===== config.mk =====
export PLATFORM = sky130hd
export DESIGN_NAME = phy_cal_seq
export DESIGN_NICKNAME = d
export VERILOG_FILES = /design/src/rtl/phy_cal_pkg.sv /design/src/rtl/phy_cal_imp_map.sv /design/src/rtl/phy_cal_band_map.sv /design/src/rtl/phy_cal_timer.sv /design/src/rtl/phy_cal_seq.sv
export SDC_FILE = /design/constraint.sdc
export NUM_CORES = 1
export LEC_CHECK = 0
export BUFFER_PORTS_ARGS = -buffer_cell sky130_fd_sc_hd__buf_2
export CORE_AREA = 2 2 83 85
export CTS_BUF_LIST = sky130_fd_sc_hd__clkbuf_8 sky130_fd_sc_hd__clkbuf_16
export CTS_CLUSTER_SIZE = 25
export DETAILED_ROUTE_END_ITERATION = 10
export DIE_AREA = 0 0 85 87
export PLACE_DENSITY = 0.78
export SLEW_MARGIN = 30
export SYNTH_ARGS = -nofsm -noshare
export SYNTH_HDL_FRONTEND = slang
export SYNTH_SLANG_ARGS = --single-unit

===== constraint.sdc =====
create_clock -name clk -period 2.25 [get_ports clk]
set_input_delay 0.3375 -clock clk [delete_from_list [all_inputs] [get_ports clk]]
set_output_delay 0.3375 -clock clk [all_outputs]
set_load 0.005 [all_outputs]

===== src/rtl/phy_cal_pkg.sv =====
package phy_cal_pkg;

  typedef enum logic [3:0] {
    ST_IDLE,
    ST_CFG,
    ST_PDN,
    ST_PWAIT,
    ST_CAL_CHK,
    ST_CAL_WAIT,
    ST_BAND,
    ST_DLL_ON,
    ST_DLL_CHK,
    ST_DLL_WAIT,
    ST_FIN
  } seq_state_e;

  // drive strength codes
  localparam logic [2:0] DRV_50R  = 3'd0;
  localparam logic [2:0] DRV_33R  = 3'd1;
  localparam logic [2:0] DRV_66R  = 3'd2;
  localparam logic [2:0] DRV_100R = 3'd3;
  localparam logic [2:0] DRV_40R  = 3'd4;

  // frequency band codes
  localparam logic [1:0] BAND_200 = 2'd0;
  localparam logic [1:0] BAND_50  = 2'd1;
  localparam logic [1:0] BAND_100 = 2'd2;
  localparam logic [1:0] BAND_150 = 2'd3;

endpackage


===== src/rtl/phy_cal_imp_map.sv =====
module phy_cal_imp_map
  import phy_cal_pkg::*;
#(
  parameter int IMP_W = 8
) (
  input  logic [IMP_W-1:0] ohm_i,
  output logic [2:0]       code_o
);

  always_comb begin
    case (ohm_i)
      IMP_W'(100): code_o = DRV_100R;
      IMP_W'(66):  code_o = DRV_66R;
      IMP_W'(50):  code_o = DRV_50R;
      IMP_W'(40):  code_o = DRV_40R;
      IMP_W'(33):  code_o = DRV_33R;
      default:     code_o = DRV_50R;  // unsupported request: R1 fallback
    endcase
  end

endmodule


===== src/rtl/phy_cal_band_map.sv =====
module phy_cal_band_map
  import phy_cal_pkg::*;
#(
  parameter int FREQ_W  = 32,
  parameter int LIM_50  = 75_000_000,
  parameter int LIM_100 = 125_000_000,
  parameter int LIM_150 = 175_000_000
) (
  input  logic [FREQ_W-1:0] freq_i,
  output logic [1:0]        band_o
);

  localparam logic [FREQ_W-1:0] L50  = FREQ_W'(LIM_50);
  localparam logic [FREQ_W-1:0] L100 = FREQ_W'(LIM_100);
  localparam logic [FREQ_W-1:0] L150 = FREQ_W'(LIM_150);

  always_comb begin
    if (freq_i == '0)      band_o = BAND_200;  // unknown clock
    else if (freq_i < L50)  band_o = BAND_50;
    else if (freq_i < L100) band_o = BAND_100;
    else if (freq_i < L150) band_o = BAND_150;
    else                    band_o = BAND_200;
  end

endmodule


===== src/rtl/phy_cal_timer.sv =====
module phy_cal_timer #(
  parameter int CNT_W = 14
) (
  input  logic             clk,
  input  logic             rst_n,
  input  logic             clr_i,
  input  logic             tick_i,
  input  logic [CNT_W-1:0] target_i,
  output logic             expire_o
);

  logic [CNT_W-1:0] cnt_q;

  assign expire_o = !clr_i && tick_i && (cnt_q == target_i - CNT_W'(1));

  always_ff @(posedge clk or negedge rst_n) begin
    if (!rst_n)          cnt_q <= '0;
    else if (clr_i)      cnt_q <= '0;
    else if (expire_o)   cnt_q <= '0;
    else if (tick_i)     cnt_q <= cnt_q + CNT_W'(1);
  end

  // wait time advances only on microsecond ticks
  assert_timer_hold_R4: assert property (@(posedge clk) disable iff (!rst_n)
    (!clr_i && !tick_i) |=> $stable(cnt_q));

endmodule


===== src/rtl/phy_cal_seq.sv =====
module phy_cal_seq
  import phy_cal_pkg::*;
#(
  parameter int IMP_W      = 8,
  parameter int FREQ_W     = 32,
  parameter int TAP_W      = 4,
  parameter int TAP_VAL    = 4,
  parameter int PWR_US     = 3,
  parameter int CAL_TRIES  = 5,
  parameter int CAL_GAP_US = 10,
  parameter int DLL_TRIES  = 5,
  parameter int DLL_GAP_MS = 10,
  parameter int US_PER_MS  = 1000
) (
  input  logic              clk,
  input  logic              rst_n,
  input  logic              start_i,
  input  logic              us_tick_i,
  input  logic [IMP_W-1:0]  imp_ohm_i,
  input  logic [FREQ_W-1:0] freq_hz_i,
  input  logic              cal_done_i,
  input  logic              dll_rdy_i,
  output logic [2:0]        drv_code_o,
  output logic              tap_en_o,
  output logic [TAP_W-1:0]  tap_sel_o,
  output logic              pwr_on_o,
  output logic              dll_en_o,
  output logic [1:0]        band_o,
  output logic              busy_o,
  output logic              done_o,
  output logic              cal_tmo_o,
  output logic              dll_tmo_o
);

  localparam int PWR_TICKS = PWR_US + 1;           // guarantees a full PWR_US off time
  localparam int DLL_TICKS = DLL_GAP_MS * US_PER_MS;
  localparam int MAX_TICKS = (DLL_TICKS > CAL_GAP_US) ?
                             ((DLL_TICKS > PWR_TICKS) ? DLL_TICKS : PWR_TICKS) :
                             ((CAL_GAP_US > PWR_TICKS) ? CAL_GAP_US : PWR_TICKS);
  localparam int CNT_W     = $clog2(MAX_TICKS + 1);
  localparam int MAX_TRY   = (CAL_TRIES > DLL_TRIES) ? CAL_TRIES : DLL_TRIES;
  localparam int TRY_W     = $clog2(MAX_TRY + 1);

  seq_state_e        state_q;
  logic [IMP_W-1:0]  imp_q;
  logic [FREQ_W-1:0] freq_q;
  logic [TRY_W-1:0]  tries_q;
  logic [2:0]        drv_q;
  logic              tap_en_q;
  logic [TAP_W-1:0]  tap_sel_q;
  logic              pwr_on_q;
  logic              dll_en_q;
  logic [1:0]        band_q;
  logic              cal_tmo_q;
  logic              dll_tmo_q;

  logic [2:0]        drv_map;
  logic [1:0]        band_map;
  logic              in_wait;
  logic [CNT_W-1:0]  wait_target;
  logic              wait_expire;

  phy_cal_imp_map #(.IMP_W(IMP_W)) u_imp_map (
    .ohm_i  (imp_q),
    .code_o (drv_map)
  );

  phy_cal_band_map #(.FREQ_W(FREQ_W)) u_band_map (
    .freq_i (freq_q),
    .band_o (band_map)
  );

  always_comb begin
    in_wait     = 1'b1;
    wait_target = CNT_W'(PWR_TICKS);
    case (state_q)
      ST_PWAIT:    wait_target = CNT_W'(PWR_TICKS);
      ST_CAL_WAIT: wait_target = CNT_W'(CAL_GAP_US);
      ST_DLL_WAIT: wait_target = CNT_W'(DLL_TICKS);
      default:     in_wait     = 1'b0;
    endcase
  end

  phy_cal_timer #(.CNT_W(CNT_W)) u_timer (
    .clk      (clk),
    .rst_n    (rst_n),
    .clr_i    (!in_wait),
    .tick_i   (us_tick_i),
    .target_i (wait_target),
    .expire_o (wait_expire)
  );

  always_ff @(posedge clk or negedge rst_n) begin
    if (!rst_n) begin
      state_q   <= ST_IDLE;
      imp_q     <= '0;
      freq_q    <= '0;
      tries_q   <= '0;
      drv_q     <= '0;
      tap_en_q  <= 1'b0;
      tap_sel_q <= '0;
      pwr_on_q  <= 1'b0;
      dll_en_q  <= 1'b0;
      band_q    <= '0;
      cal_tmo_q <= 1'b0;
      dll_tmo_q <= 1'b0;
    end else begin
      case (state_q)
        ST_IDLE: begin
          if (start_i) begin
            imp_q     <= imp_ohm_i;
            freq_q    <= freq_hz_i;
            cal_tmo_q <= 1'b0;
            dll_tmo_q <= 1'b0;
            state_q   <= ST_CFG;
          end
        end
        ST_CFG: begin
          drv_q     <= drv_map;
          tap_en_q  <= 1'b1;
          tap_sel_q <= TAP_W'(TAP_VAL);
          state_q   <= ST_PDN;
        end
        ST_PDN: begin
          pwr_on_q <= 1'b0;
          dll_en_q <= 1'b0;
          state_q  <= ST_PWAIT;
        end
        ST_PWAIT: begin
          if (wait_expire) begin
            pwr_on_q <= 1'b1;
            tries_q  <= '0;
            state_q  <= ST_CAL_CHK;
          end
        end
        ST_CAL_CHK: begin
          if (cal_done_i) begin
            state_q <= ST_BAND;
          end else if (tries_q == TRY_W'(CAL_TRIES - 1)) begin
            cal_tmo_q <= 1'b1;
            state_q   <= ST_BAND;
          end else begin
            tries_q <= tries_q + TRY_W'(1);
            state_q <= ST_CAL_WAIT;
          end
        end
        ST_CAL_WAIT: begin
          if (wait_expire) state_q <= ST_CAL_CHK;
        end
        ST_BAND: begin
          band_q  <= band_map;
          state_q <= ST_DLL_ON;
        end
        ST_DLL_ON: begin
          dll_en_q <= 1'b1;
          tries_q  <= '0;
          state_q  <= (freq_q == '0) ? ST_FIN : ST_DLL_CHK;
        end
        ST_DLL_CHK: begin
          if (dll_rdy_i) begin
            state_q <= ST_FIN;
          end else if (tries_q == TRY_W'(DLL_TRIES - 1)) begin
            dll_tmo_q <= 1'b1;
            state_q   <= ST_FIN;
          end else begin
            tries_q <= tries_q + TRY_W'(1);
            state_q <= ST_DLL_WAIT;
          end
        end
        ST_DLL_WAIT: begin
          if (wait_expire) state_q <= ST_DLL_CHK;
        end
        ST_FIN:  state_q <= ST_IDLE;
        default: state_q <= ST_IDLE;
      endcase
    end
  end

  assign drv_code_o = drv_q;
  assign tap_en_o   = tap_en_q;
  assign tap_sel_o  = tap_sel_q;
  assign pwr_on_o   = pwr_on_q;
  assign dll_en_o   = dll_en_q;
  assign band_o     = band_q;
  assign busy_o     = (state_q != ST_IDLE);
  assign done_o     = (state_q == ST_FIN);
  assign cal_tmo_o  = cal_tmo_q;
  assign dll_tmo_o  = dll_tmo_q;

  assert_tap_before_pwr_R3: assert property (@(posedge clk) disable iff (!rst_n)
    $rose(pwr_on_q) |-> (tap_en_q && tap_sel_q == TAP_W'(TAP_VAL)));

  assert_pwr_off_wait_R4: assert property (@(posedge clk) disable iff (!rst_n)
    (state_q == ST_PWAIT) |-> (!pwr_on_q && !dll_en_q));

  assert_try_bound_R5: assert property (@(posedge clk) disable iff (!rst_n)
    (state_q == ST_CAL_WAIT) |-> (tries_q <= TRY_W'(CAL_TRIES - 1)));

  assert_dll_after_pwr_R6: assert property (@(posedge clk) disable iff (!rst_n)
    $rose(dll_en_q) |-> pwr_on_q);

  assert_dll_tmo_needs_freq_R8: assert property (@(posedge clk) disable iff (!rst_n)
    $rose(dll_tmo_q) |-> (freq_q != '0));

  assert_done_single_R9: assert property (@(posedge clk) disable iff (!rst_n)
    done_o |=> !done_o);

  assert_flag_hold_R10: assert property (@(posedge clk) disable iff (!rst_n)
    (!busy_o && !start_i) |=> ($stable(cal_tmo_q) && $stable(dll_tmo_q)));

endmodule


---- Yosys cells after proc, flatten, opt, wreduce, memory -nomap -nowiden ----
Index checks and enable logic that the tools add are counted.
storage, ports and cells
  bits in latches ......................... 0
  output and inout bits ................... 16
  flip-flop bits (word level) ............. 71
  memories ................................ 0
  memory bits (writable) .................. 0
  word-level logic and storage cells ...... 94
  bits in read-only memories .............. 0
cells by class
  multiply operators ...................... 0
  order comparisons ....................... 3
  div/mod/pow operators ................... 0
  bitwise gates (word level) .............. 0
  reduce and logical (&&, ||, !) cells .... 18
  shifts and indexed selects .............. 0
  $add $sub $neg .......................... 3
  mux-type cells .......................... 33
  eq/ne operators ......................... 25
operators by type and width
  kind                   number
  $lt 32x27->1 const B   2
  $mux 14                3
  $pmux 4 s9             1
  $logic_not 32->1       1
  $lt 32x28->1 const B   1
  $pmux 14 s2            1
  $pmux 3 s4             2
  $mux 2                 9
  $eq 4x3->1 const B     4
  $eq 8x6->1 const B     2
  $eq 8x7->1 const B     2
  $add 14x1->14 const B  1
  $eq 14x14->1           1
  $sub 14x1->14 const B  1
  $eq 4x4->1 const B     3
  $mux 3                 4
  $mux 4                 3
  $reduce_and 4->1       3
  $ne 2x2->1 const B     5
  $eq 4x2->1 const B     2
  $pmux 1 s2             4
  $reduce_bool 2->1      4
  $reduce_bool 4->1      2
  $mux 1                 6
  11 further kinds       15

---- Depth between registers and ports, before layout ----
Gate-level depths: netlist (run 1).
  depth after elaboration ................. 7
  depth in mapped cells ................... 8
  gate-level depth less buffers ........... 8

---- Modules after synthesis ----
A second synthesis (run 1) with hierarchy kept.
unflattened totals
  cells, all modules ...................... 416
  area, all modules ....................... 4,356.7 sq um
modules (own cells, without submodules)
  module            times used  area each (sq um)  sequential area each (sq um)  cells each
  phy_cal_seq       1           2,670.1            1,426.4                       209
  phy_cal_timer     1           1,275.0            350.3                         148
  phy_cal_band_map  1           322.8              0.0                           48
  phy_cal_imp_map   1           88.8               0.0                           11

---- Worst setup path before layout (run 1) ----
No wires, ideal clock.
  path kind ............................... reg-to-reg
  from .................................... register u_timer.cnt_q[10]
  to ...................................... register tries_q[0]
  data arrival time ....................... 1.721 ns
  path slack .............................. 0.404 ns
  stages on the path, launching flop included .. 7
  clock period less this slack ............ 1.846 ns
  path buffers ............................ 0
  cells stage by stage .................... dfrtp_1 or4_1 nor3_2 a21o_1 and4_4 o32ai_2 mux2_4
between the ends
  word-level cells in the longest chain between the ends .. 4
RTL lines
  item                        RTL line             text
  start, declared             phy_cal_timer.sv:12  logic [CNT_W-1:0] cnt_q;
  start signal, assigned      phy_cal_timer.sv:20  else if (tick_i) cnt_q <= cnt_q + CNT_W'(1);
  $eq 14x14->1                phy_cal_timer.sv:14  assign expire_o = !clr_i && tick_i && (cnt_q == target_i - CNT_W'(1));
  $logic_and 1x1->1           phy_cal_timer.sv:14
  $ne 2x1->1 (no line)        --
  $reduce_and 4->1 (no line)  --
  end signal, assigned        phy_cal_seq.sv:143   tries_q <= tries_q + TRY_W'(1);
  end signal, assigned        phy_cal_seq.sv:166   tries_q <= tries_q + TRY_W'(1);
  end, declared               phy_cal_seq.sv:47    logic [TRY_W-1:0] tries_q;
No other way between the ends.
A chain may end at the register's enable or synchronous reset.

---- Worst setup path in the final report (run 1) ----
  from .................................... register freq_q[30]
  to ...................................... register state_q[1]
between the ends
  word-level cells in the longest chain between the ends .. 3
RTL lines
  item                    RTL line            text
  start, declared         phy_cal_seq.sv:46   logic [FREQ_W-1:0] freq_q;
  start signal, assigned  phy_cal_seq.sv:112  freq_q <= freq_hz_i;
  $logic_not 32->1        phy_cal_seq.sv:157  state_q <= (freq_q == '0) ? ST_FIN : ST_DLL_CHK;
  $mux 2                  phy_cal_seq.sv:157
  $pmux 4 s9              phy_cal_seq.sv:108  case (state_q)
  end signal, assigned    phy_cal_seq.sv:157
  end, declared           phy_cal_seq.sv:44   seq_state_e state_q;
No other way between the ends.

==> impl_metrics.json, run 1 <==
{
  "grt_pass1_wl_um": 12400,
  "drt_iter0_drc": 190,
  "start_util_pct": 53.9,
  "grt_overflow": 0,
  "synth-edff-count": 0,
  "synth_seq_cells": 71,
  "tightest_slew_ns": 0.490,
  "skew_ns": 0.00796,
  "fin_nets": 443,
  "worstHoldPathType": "in2async",
  "p_leak_nw": 1.86,
  "ioPinCount": 62,
  "worstPathArrival_ns": 2.35,
  "ys_async_sr_fraction_pct": 100,
  "dpl.hpwl_um": 5280,
  "power_switching_mw": 1.58,
  "min_period_ns": 2.07,
  "die_w_um": 85,
  "grt_pass1_vias": 2622,
  "seq_area_frac_synth_pct": 50.2,
  "fill_cells": 523,
  "power_frac_clock_pct": 25.2,
  "rsz0062_at_grt": "false",
  "antenna_found_initial": 0,
  "place_inst": 463,
  "rrSetupSlack_ns": 0.18,
  "max_cap_violations": 0,
  "reg2reg_from": "freq_q[30]$_DFFE_PN0P_",
  "postCtsSetupRepairBufs": 0,
  "drc": 0,
  "r2r_cells": 6,
  "clk_latency_ns": 0.35,
  "clock_sinks": 71,
  "num_rows": 30,
  "via_count": 2733,
  "ys_warn_count": 0,
  "finalSetupViolCount": 0,
  "p_int_mw": 3.05,
  "area_growth_pct": 17.2,
  "post_cts_resized": 0,
  "finalHoldViolCount": 3,
  "gp_congestion": 0.914,
  "antenna_cells": 0,
  "core_um2": 6570,
  "layout_common_cells": "71 x dfrtp_1, 58 x buf_2, 41 x mux2_2",
  "netlist_area_um2": 3540,
  "period_share_pct": 92.2,
  "ant_nets": 0,
  "outcome": "finished with violations",
  "crit_required_ns": 2.52,
  "path_class": "reg2reg",
  "max_slew_margin_pct": 67.0,
  "violations": "hold timing",
  "final_common_cell": "dfrtp_1",
  "pwr-share-seq_pct": 46.5,
  "grt_max_degree": 72,
  "wire_per_inst_um": 15.6,
  "postLayoutCoreUtil_pct": 63.1,
  "clock_tree.root_cell": "clkbuf_8",
  "ys_types": 55,
  "start_kind": "flip-flop",
  "grt_usage_pct": 21.5,
  "wl_um": 7460,
  "worst-path-max-fanout": 3,
  "drive_gt1_share_pct": 32.8,
  "cts_hold_buf": 0,
  "combPwrFrac_pct": 28.2,
  "p_sw_share_pct": 34.1,
  "post-place-ws_ns": 0.246,
  "die_y_um": 87,
  "die_area_um2": 7400,
  "vias_per_cell": 5.71,
  "cts_made_buffers": 9,
  "path_clk_slew_ns": 0.09,
  "syn_inst": 334,
  "h-tree-depth": 3,
  "endpoint_kind": "flip-flop",
  "r2r_end": "state_q[1]$_DFFE_PN0P_",
  "portBuffers": 58,
  "cts_tree": "done",
  "final_max_slew_viol_count": 0,
  "fin_ws_ns": 0.175,
  "ir_worst_vdd_mv": 0.715,
  "cts_max_path_buffers": 2,
  "startpoint": "freq_q[30]$_DFFE_PN0P_",
  "synthFlopType": "dfrtp_1",
  "firstDrtPassIters": 4,
  "syn_avg_cell_area_um2": 10.6,
  "fmax_ghz": 0.482,
  "fin_hold_ws_ns": -0.00650,
  "finalSetupTns_ns": 0,
  "p_per_area_nw_per_um2": 1120,
  "layoutNonFillerInstCount": 479
}
==> per-stage QoR <==
step | power (mW) | instance area, µm² | hold slack (ns)
floorplan | 3.06 | 3550 | 0.0419
global route | 4.93 | 4150 | 0.0302
detailed placement | 3.48 | 3920 | 0.394
CTS | 4.66 | 4150 | 0.00910
global placement | 3.40 | 3920 | 0.390
finish | 4.63 | 4150 | -0.00650
==> worst max path at each step <==
| stage | to | slack, ns | cells past startpoint |
|---|---|---|---|
| global placement | state_q[1]$_DFFE_PN0P_ | 0.26 | 6 |
| global route | state_q[1]$_DFFE_PN0P_ | 0.03 | 6 |
| floorplan | tries_q[0]$_DFFE_PN0P_ | 0.40 | 6 |
| CTS | state_q[1]$_DFFE_PN0P_ | 0.21 | 6 |
| finish | state_q[1]$_DFFE_PN0P_ | 0.18 | 6 |
| detailed placement | state_q[1]$_DFFE_PN0P_ | 0.25 | 6 |
==> worst max-delay path: stages (launching register included) <==
cell and delay (ns):
dfrtp_1 0.38, or4_4 0.55, nor2_2 0.14, nand4_1 0.11
nor4_1 0.49, a21oi_1 0.14, a31oi_1 0.18
==> registers in the layout, indices dropped and copies added, names as in the netlist, 2 cells and up <==
register       count
band_o             2
drv_code_o         3
freq_q            32
imp_q              8
state_q            4
tries_q            3
u_timer.cnt_q     14
==> synthesized netlist by cell type (3+ instances only) <==
| master | number | area (µm²) |
|---|---|---|
| o22ai_1 | 3 | 18.8 |
| nor2_1 | 33 | 124 |
| nand4_1 | 8 | 50.1 |
| nor3_1 | 7 | 35.0 |
| nor4_1 | 6 | 37.5 |
| mux2_2 | 41 | 462 |
| inv_1 | 8 | 30.0 |
| buf_4 | 4 | 30.0 |
| o21ai_0 | 16 | 80.1 |
| clkbuf_1 | 3 | 11.3 |
| and3_1 | 7 | 43.8 |
| a22o_1 | 3 | 26.3 |
| xor2_1 | 7 | 61.3 |
| nand2b_1 | 3 | 18.8 |
| nand3_1 | 14 | 70.1 |
| dfrtp_1 | 71 | 1780 |
| ha_1 | 3 | 37.5 |
| buf_2 | 8 | 40.0 |
| a31oi_1 | 3 | 18.8 |
| a211oi_1 | 3 | 22.5 |
| nand2_1 | 25 | 93.8 |
| a21oi_1 | 15 | 75.1 |
| and2_1 | 3 | 18.8 |
==> per-layer routing <==
layer  vias to the layer above  track usage, %  wire, µm
met5                         -               0         0
met4                         0            9.24       144
met3                        15            4.08       379
met2                        72            34.7      3670
met1                      1314            28.6      3260
li1                       1332               -         -
==> power groups by stage <==
| stage | logic [mW] | clock network [mW] | registers [mW] |
|---|---|---|---|
| 2_1_floorplan | 1.05 | 0 | 2.01 |
| 3_5_place_dp | 1.30 | 0 | 2.17 |
| 4_1_cts | 1.32 | 1.19 | 2.15 |
| 6_report | 1.31 | 1.17 | 2.15 |
| 3_3_place_gp | 1.25 | 0 | 2.14 |
| 5_1_grt | 1.45 | 1.24 | 2.23 |
==> layout make-up <==
cell class / count / area [µm²] / share of cell area [%]
flip-flops and latches: 71 / 1780 / 42.8
multi-input cells: 241 / 1660 / 40.0
repair buffers: 63 / 353 / 8.51
clock buffers: 9 / 124 / 2.99
clock inverters: 7 / 105 / 2.53
well taps: 80 / 100 / 2.41
inverters: 8 / 30.0 / 0.724
==> cells by family (layout without fill, tap and decap cells) <==
logic type	count (synthesis)	after routing	synth area share (%)
AOI/OAI and AO/OA	60	60	11.2
xor gates and xnor gates	9	9	2.23
adders and majority gates	3	3	1.06
buffers and inverters	24	87	3.25
DFF	71	71	50.2
muxes	42	42	13.5
other	1	3	0.106
and+or+nand+nor	124	124	18.4
No activity file was read; power rests on OpenSTA's default activity.
==> run 2: changes to the inputs <==
BUFFER_PORTS_ARGS = unset   (was -buffer_cell sky130_fd_sc_hd__buf_2)
CORE_AREA = 2 2 78 80   (was 2 2 83 85)
DIE_AREA = 0 0 80 82   (was 0 0 85 87)
DONT_BUFFER_PORTS = 1   (was unset)
==> impl_metrics.json, run 2 (synthesis results as in run 1) <==
{
  "grt_pass1_vias": 2618,
  "cts_made_buffers": 9,
  "fmax_ghz": 0.478,
  "final_common_cell": "dfrtp_1",
  "finalSetupTns_ns": 0,
  "largest_reg_flops": 32,
  "r2r_cells": 6,
  "finalHoldViolCount": 0,
  "max_flop_register": "freq_q",
  "layout_common_cells": "70 x dfrtp_1, 41 x mux2_2, 33 x nor2_1",
  "wire_per_inst_um": 16.9,
  "skew_ns": 0.0104,
  "ioPinCount": 62,
  "fill_cells": 466,
  "crit_required_ns": 2.50,
  "gp_congestion": 0.932,
  "fin_nets": 384,
  "max_cap_violations": 0,
  "portBuffers": 0,
  "pwr-share-seq_pct": 51.0,
  "combPwrFrac_pct": 28.2,
  "reg.largest.list": "freq_q: 32 flops, u_timer.cnt_q: 14 flops, imp_q: 8 flops",
  "tightest_slew_ns": 0.510,
  "vias_per_cell": 6.16,
  "postLayoutCoreUtil_pct": 66.1,
  "drive_gt1_share_pct": 20.9,
  "grt_overflow": 0,
  "min_period_ns": 2.09,
  "finalSetupViolCount": 0,
  "critPathBufInv": 0,
  "endpoint_kind": "flip-flop",
  "hold_end": "u_timer.cnt_q[10]$_DFFE_PN0P_",
  "antenna_found_initial": 0,
  "area_growth_pct": 7.39,
  "path_clk_slew_ns": 0.08,
  "wl_um": 7030,
  "drt_iter0_drc": 191,
  "rsz0062_at_grt": "false",
  "hold_path.startpoint": "us_tick_i",
  "via_count": 2556,
  "r2r_end": "state_q[1]$_DFFE_PN0P_",
  "h-tree-depth": 3,
  "clock_sinks": 71,
  "reg2reg_from": "freq_q[30]$_DFFE_PN0P_",
  "worstHoldPathType": "in2reg",
  "grt_max_degree": 72,
  "cts_tree": "done",
  "cts_max_path_buffers": 2,
  "start_kind": "flip-flop",
  "cp_top_family": "simple AND/OR/NAND/NOR gates",
  "holdPathStages": 1,
  "ant_nets": 0,
  "die_y_um": 82,
  "crit_chain": "or4_4, nor2_2, nand4_1, nor4_1, a21oi_1, a31oi_1",
  "ir_worst_vdd_mv": 0.864,
  "drc": 0,
  "cpPeakStageDelay_ns": 0.54,
  "worstPathArrival_ns": 2.34,
  "p_per_area_nw_per_um2": 1120,
  "die_w_um": 80,
  "worst-path-max-fanout": 3,
  "num_rows": 28,
  "p_sw_share_pct": 35.4,
  "antenna_cells": 0,
  "p_leak_nw": 1.59,
  "power_switching_mw": 1.51,
  "rrSetupSlack_ns": 0.16,
  "outcome": "finished clean",
  "dpl.hpwl_um": 5050,
  "fin_hold_ws_ns": 0.105,
  "start_util_pct": 61.6,
  "die_area_um2": 6560,
  "postCtsSetupRepairBufs": 0,
  "period_share_pct": 93.0,
  "power_frac_clock_pct": 20.8,
  "final_max_slew_viol_count": 0,
  "max_slew_margin_pct": 65.7,
  "p_int_mw": 2.75,
  "grt_pass1_wl_um": 11900,
  "p_total_mw": 4.26,
  "path_class": "reg2reg",
  "grt_usage_pct": 23.7,
  "slowest_stage": "or4_4",
  "clock_tree.root_cell": "clkbuf_8",
  "clk_latency_ns": 0.34,
  "core_um2": 5750,
  "firstDrtPassIters": 5
}
-- run 2: layout make-up --
cell class              count  area (µm²)  area share, %
inverters                   8        30.0          0.790
clock inverters             7        50.0           1.32
repair buffers              4        65.1           1.71
well taps                  75        93.8           2.47
clock buffers               9         124           3.26
flip-flops and latches     71        1780           46.8
multi-input cells         241        1660           43.7
-- run 2: timing repair --
action	4_1_cts	5_1_grt
hold endpoints to repair	71	0
resized for setup	0	1
setup endpoints to repair	0	1
hold buffers	2	0
-- run 2: power by group through the flow --
stage,Combinational (mW),Clock [mW],Sequential [mW]
after floorplan,1.05,0,2.01
after detailed placement,1.17,0,2.19
after global routing,1.35,0.974,2.26
final,1.20,0.886,2.18
after CTS,1.21,0.922,2.17
after global placement,1.13,0,2.17
-- run 2: worst max-delay path by stage --
| stage | start | to | slack (ns) | depth (start not counted) |
|---|---|---|---|---|
| after floorplan | u_timer.cnt_q[10]$_DFFE_PN0P_ | tries_q[0]$_DFFE_PN0P_ | 0.40 | 6 |
| after global placement | freq_q[30]$_DFFE_PN0P_ | state_q[1]$_DFFE_PN0P_ | 0.24 | 6 |
| after detailed placement | state_q[3]$_DFFE_PN0P_ | state_q[1]$_DFFE_PN0P_ | 0.17 | 6 |
| after CTS | state_q[3]$_DFFE_PN0P_ | state_q[1]$_DFFE_PN0P_ | 0.15 | 6 |
| after global routing | freq_q[30]$_DFFE_PN0P_ | state_q[1]$_DFFE_PN0P_ | 0.04 | 6 |
| final | freq_q[30]$_DFFE_PN0P_ | state_q[1]$_DFFE_PN0P_ | 0.16 | 6 |
-- run 2: metal layers --
metal	part of all wire (%)	wire [µm]	track usage, %	vias to the layer above
met5	0	0	0	-
met4	0.58	41	7.29	0
met3	7.6	536	9.56	4
met2	50	3550	39.7	88
met1	41	2900	28.2	1249
li1	-	-	-	1215
-- run 2: stage by stage --
stage,instance area [µm²],std cells,setup slack (ns)
3_3_place_gp,3590,397,0.241
2_1_floorplan,3550,336,0.404
4_1_cts,3800,415,0.154
3_5_place_dp,3590,397,0.168
5_1_grt,3800,415,0.0450
6_report,3800,415,0.158
==> run 3: changes to the inputs <==
PLACE_DENSITY = 0.74   (was 0.78)
==> impl_metrics.json, run 3 (synthesis results as in run 1) <==
{
  "outcome": "finished clean",
  "crit_required_ns": 2.51,
  "area_growth_pct": 9.58,
  "max_slew_margin_pct": 65.1,
  "largest_reg_flops": 32,
  "tightest_slew_ns": 0.519,
  "h-tree-depth": 3,
  "grt_pass1_wl_um": 11500,
  "cts_tree": "done",
  "dpl.hpwl_um": 4930,
  "worstPathArrival_ns": 2.35,
  "grt_use_met1_pct": 29.4,
  "cts_max_path_buffers": 2,
  "drc": 0,
  "vias_per_cell": 6.09,
  "die_area_um2": 6560,
  "fin_nets": 385,
  "cpPeakStageDelay_ns": 0.55,
  "ir_worst_vdd_mv": 0.722,
  "drt_iter0_drc": 208,
  "start_kind": "flip-flop",
  "rsz0062_at_grt": "false",
  "cts_made_buffers": 9,
  "ioPinCount": 62,
  "antenna_cells": 0,
  "cp_top_family": "simple AND/OR/NAND/NOR gates",
  "finalSetupViolCount": 0,
  "met2_usage_pct": 36.5,
  "start_util_pct": 61.6,
  "reg.largest.list": "freq_q: 32 flops, u_timer.cnt_q: 14 flops, imp_q: 8 flops",
  "die_y_um": 82,
  "max_flop_register": "freq_q",
  "antenna_found_initial": 0,
  "worst-path-max-fanout": 3,
  "path_class": "reg2reg",
  "slowest_stage": "or4_4",
  "worstHoldPathType": "in2reg",
  "layout_common_cells": "71 x dfrtp_1, 41 x mux2_2, 33 x nor2_1",
  "die_w_um": 80,
  "design_area_um2": 3880,
  "finalHoldViolCount": 0,
  "clock_tree.root_cell": "clkbuf_8",
  "endpoint_kind": "flip-flop",
  "wire_per_inst_um": 16.8,
  "period_share_pct": 93.0,
  "grt-busiest-layer": "met2",
  "grt_pass1_vias": 2444,
  "grt_max_degree": 72,
  "fill_cells": 457,
  "critPathBufInv": 0,
  "max_cap_violations": 0,
  "p_per_area_nw_per_um2": 1180,
  "via_count": 2535,
  "grt_usage_pct": 23.0,
  "placed_area_um2": 3590,
  "met3_usage_pct": 8.24,
  "portBuffers": 0,
  "final_common_cell": "dfrtp_1",
  "num_rows": 28,
  "crit_chain": "or4_4, nor2_2, nand4_1, nor4_1, a21oi_1, a31oi_1",
  "skew_ns": 0.00634,
  "firstDrtPassIters": 5,
  "grt_overflow": 0,
  "clock_sinks": 71,
  "clk_latency_ns": 0.34,
  "drive_gt1_share_pct": 21.1,
  "final_max_slew_viol_count": 0,
  "path_clk_slew_ns": 0.08,
  "ant_nets": 0,
  "min_period_ns": 2.09,
  "gp_congestion": 0.916,
  "wl_um": 6990,
  "finalSetupTns_ns": 0,
  "fmax_ghz": 0.478,
  "core_um2": 5750,
  "p_leak_nw": 1.63
}
[run 3: changes by cell type in the layout (fill, tap and decap cells not counted), sizes merged]
cell / change
bufinv: +3
clkinvlp: -2
buf: +1
inv: -2
clkinv: +1
[run 3: repair_timing]
action	4_1_cts	5_1_grt
gates resized for setup	0	0
endpoints found under the hold margin	71	0
setup buffers	0	0
hold buffers	2	0
[run 3: worst paths after layout]
| kind | endpoint | startpoint | slack (ns) | cells past startpoint |
|---|---|---|---|---|
| worst max-delay path | state_q[1]$_DFFE_PN0P_ | freq_q[30]$_DFFE_PN0P_ | 0.16 | 6 |
| worst min-delay path | u_timer.cnt_q[3]$_DFFE_PN0P_ | us_tick_i | 0.1 | 1 |
| worst max register to register | state_q[1]$_DFFE_PN0P_ | freq_q[30]$_DFFE_PN0P_ | 0.16 | 6 |
| worst min register to register | freq_q[29]$_DFFE_PN0P_ | freq_q[29]$_DFFE_PN0P_ | 0.51 | 1 |
| max in group asynchronous | pwr_on_o$_DFFE_PN0P_ | rst_n | 1.36 | 2 |
| min in group asynchronous | u_timer.cnt_q[11]$_DFFE_PN0P_ | rst_n | 0.57 | 2 |
[run 3: stage by stage]
| stage | hold WS [ns] | instances | setup slack, ns | power (mW) | utilization [%] |
|---|---|---|---|---|---|
| 3_5_place_dp | 0.0436 | 398 | 0.229 | 3.35 | 62.6 |
| 6_report | 0.0983 | 416 | 0.157 | 4.59 | 67.5 |
| 5_1_grt | 0.0883 | 416 | 0.0808 | 4.89 | 67.5 |
| 3_3_place_gp | 0.0437 | 398 | 0.199 | 3.30 | 62.6 |
| 2_1_floorplan | 0.0419 | 336 | 0.404 | 3.06 | - |
| 4_1_cts | 0.0872 | 416 | 0.199 | 4.62 | 67.5 |
[run 3: power by group]
| group | total (mW) | leakage, nW | internal [mW] | switching (mW) |
|---|---|---|---|---|
| Clock | 1.23 | 0.123 | 0.740 | 0.493 |
| Combinational | 1.20 | 0.610 | 0.651 | 0.552 |
| Sequential | 2.15 | 0.899 | 1.70 | 0.452 |
| Total | 4.59 | 1.63 | 3.09 | 1.50 |
[run 3: cell type report]
| class | instances | area (µm²) | share of cell area (%) |
|---|---|---|---|
| clock buffer | 9 | 124 | 3.19 |
| clock inverter | 7 | 121 | 3.13 |
| inverter | 8 | 30.0 | 0.774 |
| multi-input combinational | 241 | 1660 | 42.8 |
| sequential | 71 | 1780 | 45.8 |
| tap | 75 | 93.8 | 2.42 |
| timing repair buffer | 5 | 72.6 | 1.87 |
[run 3: metal layers]
| metal | part of all wire, % | vias up |
|---|---|---|
| met5 | 0 | - |
| met4 | 0.97 | 0 |
| met3 | 7.4 | 7 |
| met2 | 49 | 78 |
| met1 | 43 | 1241 |
| li1 | - | 1209 |
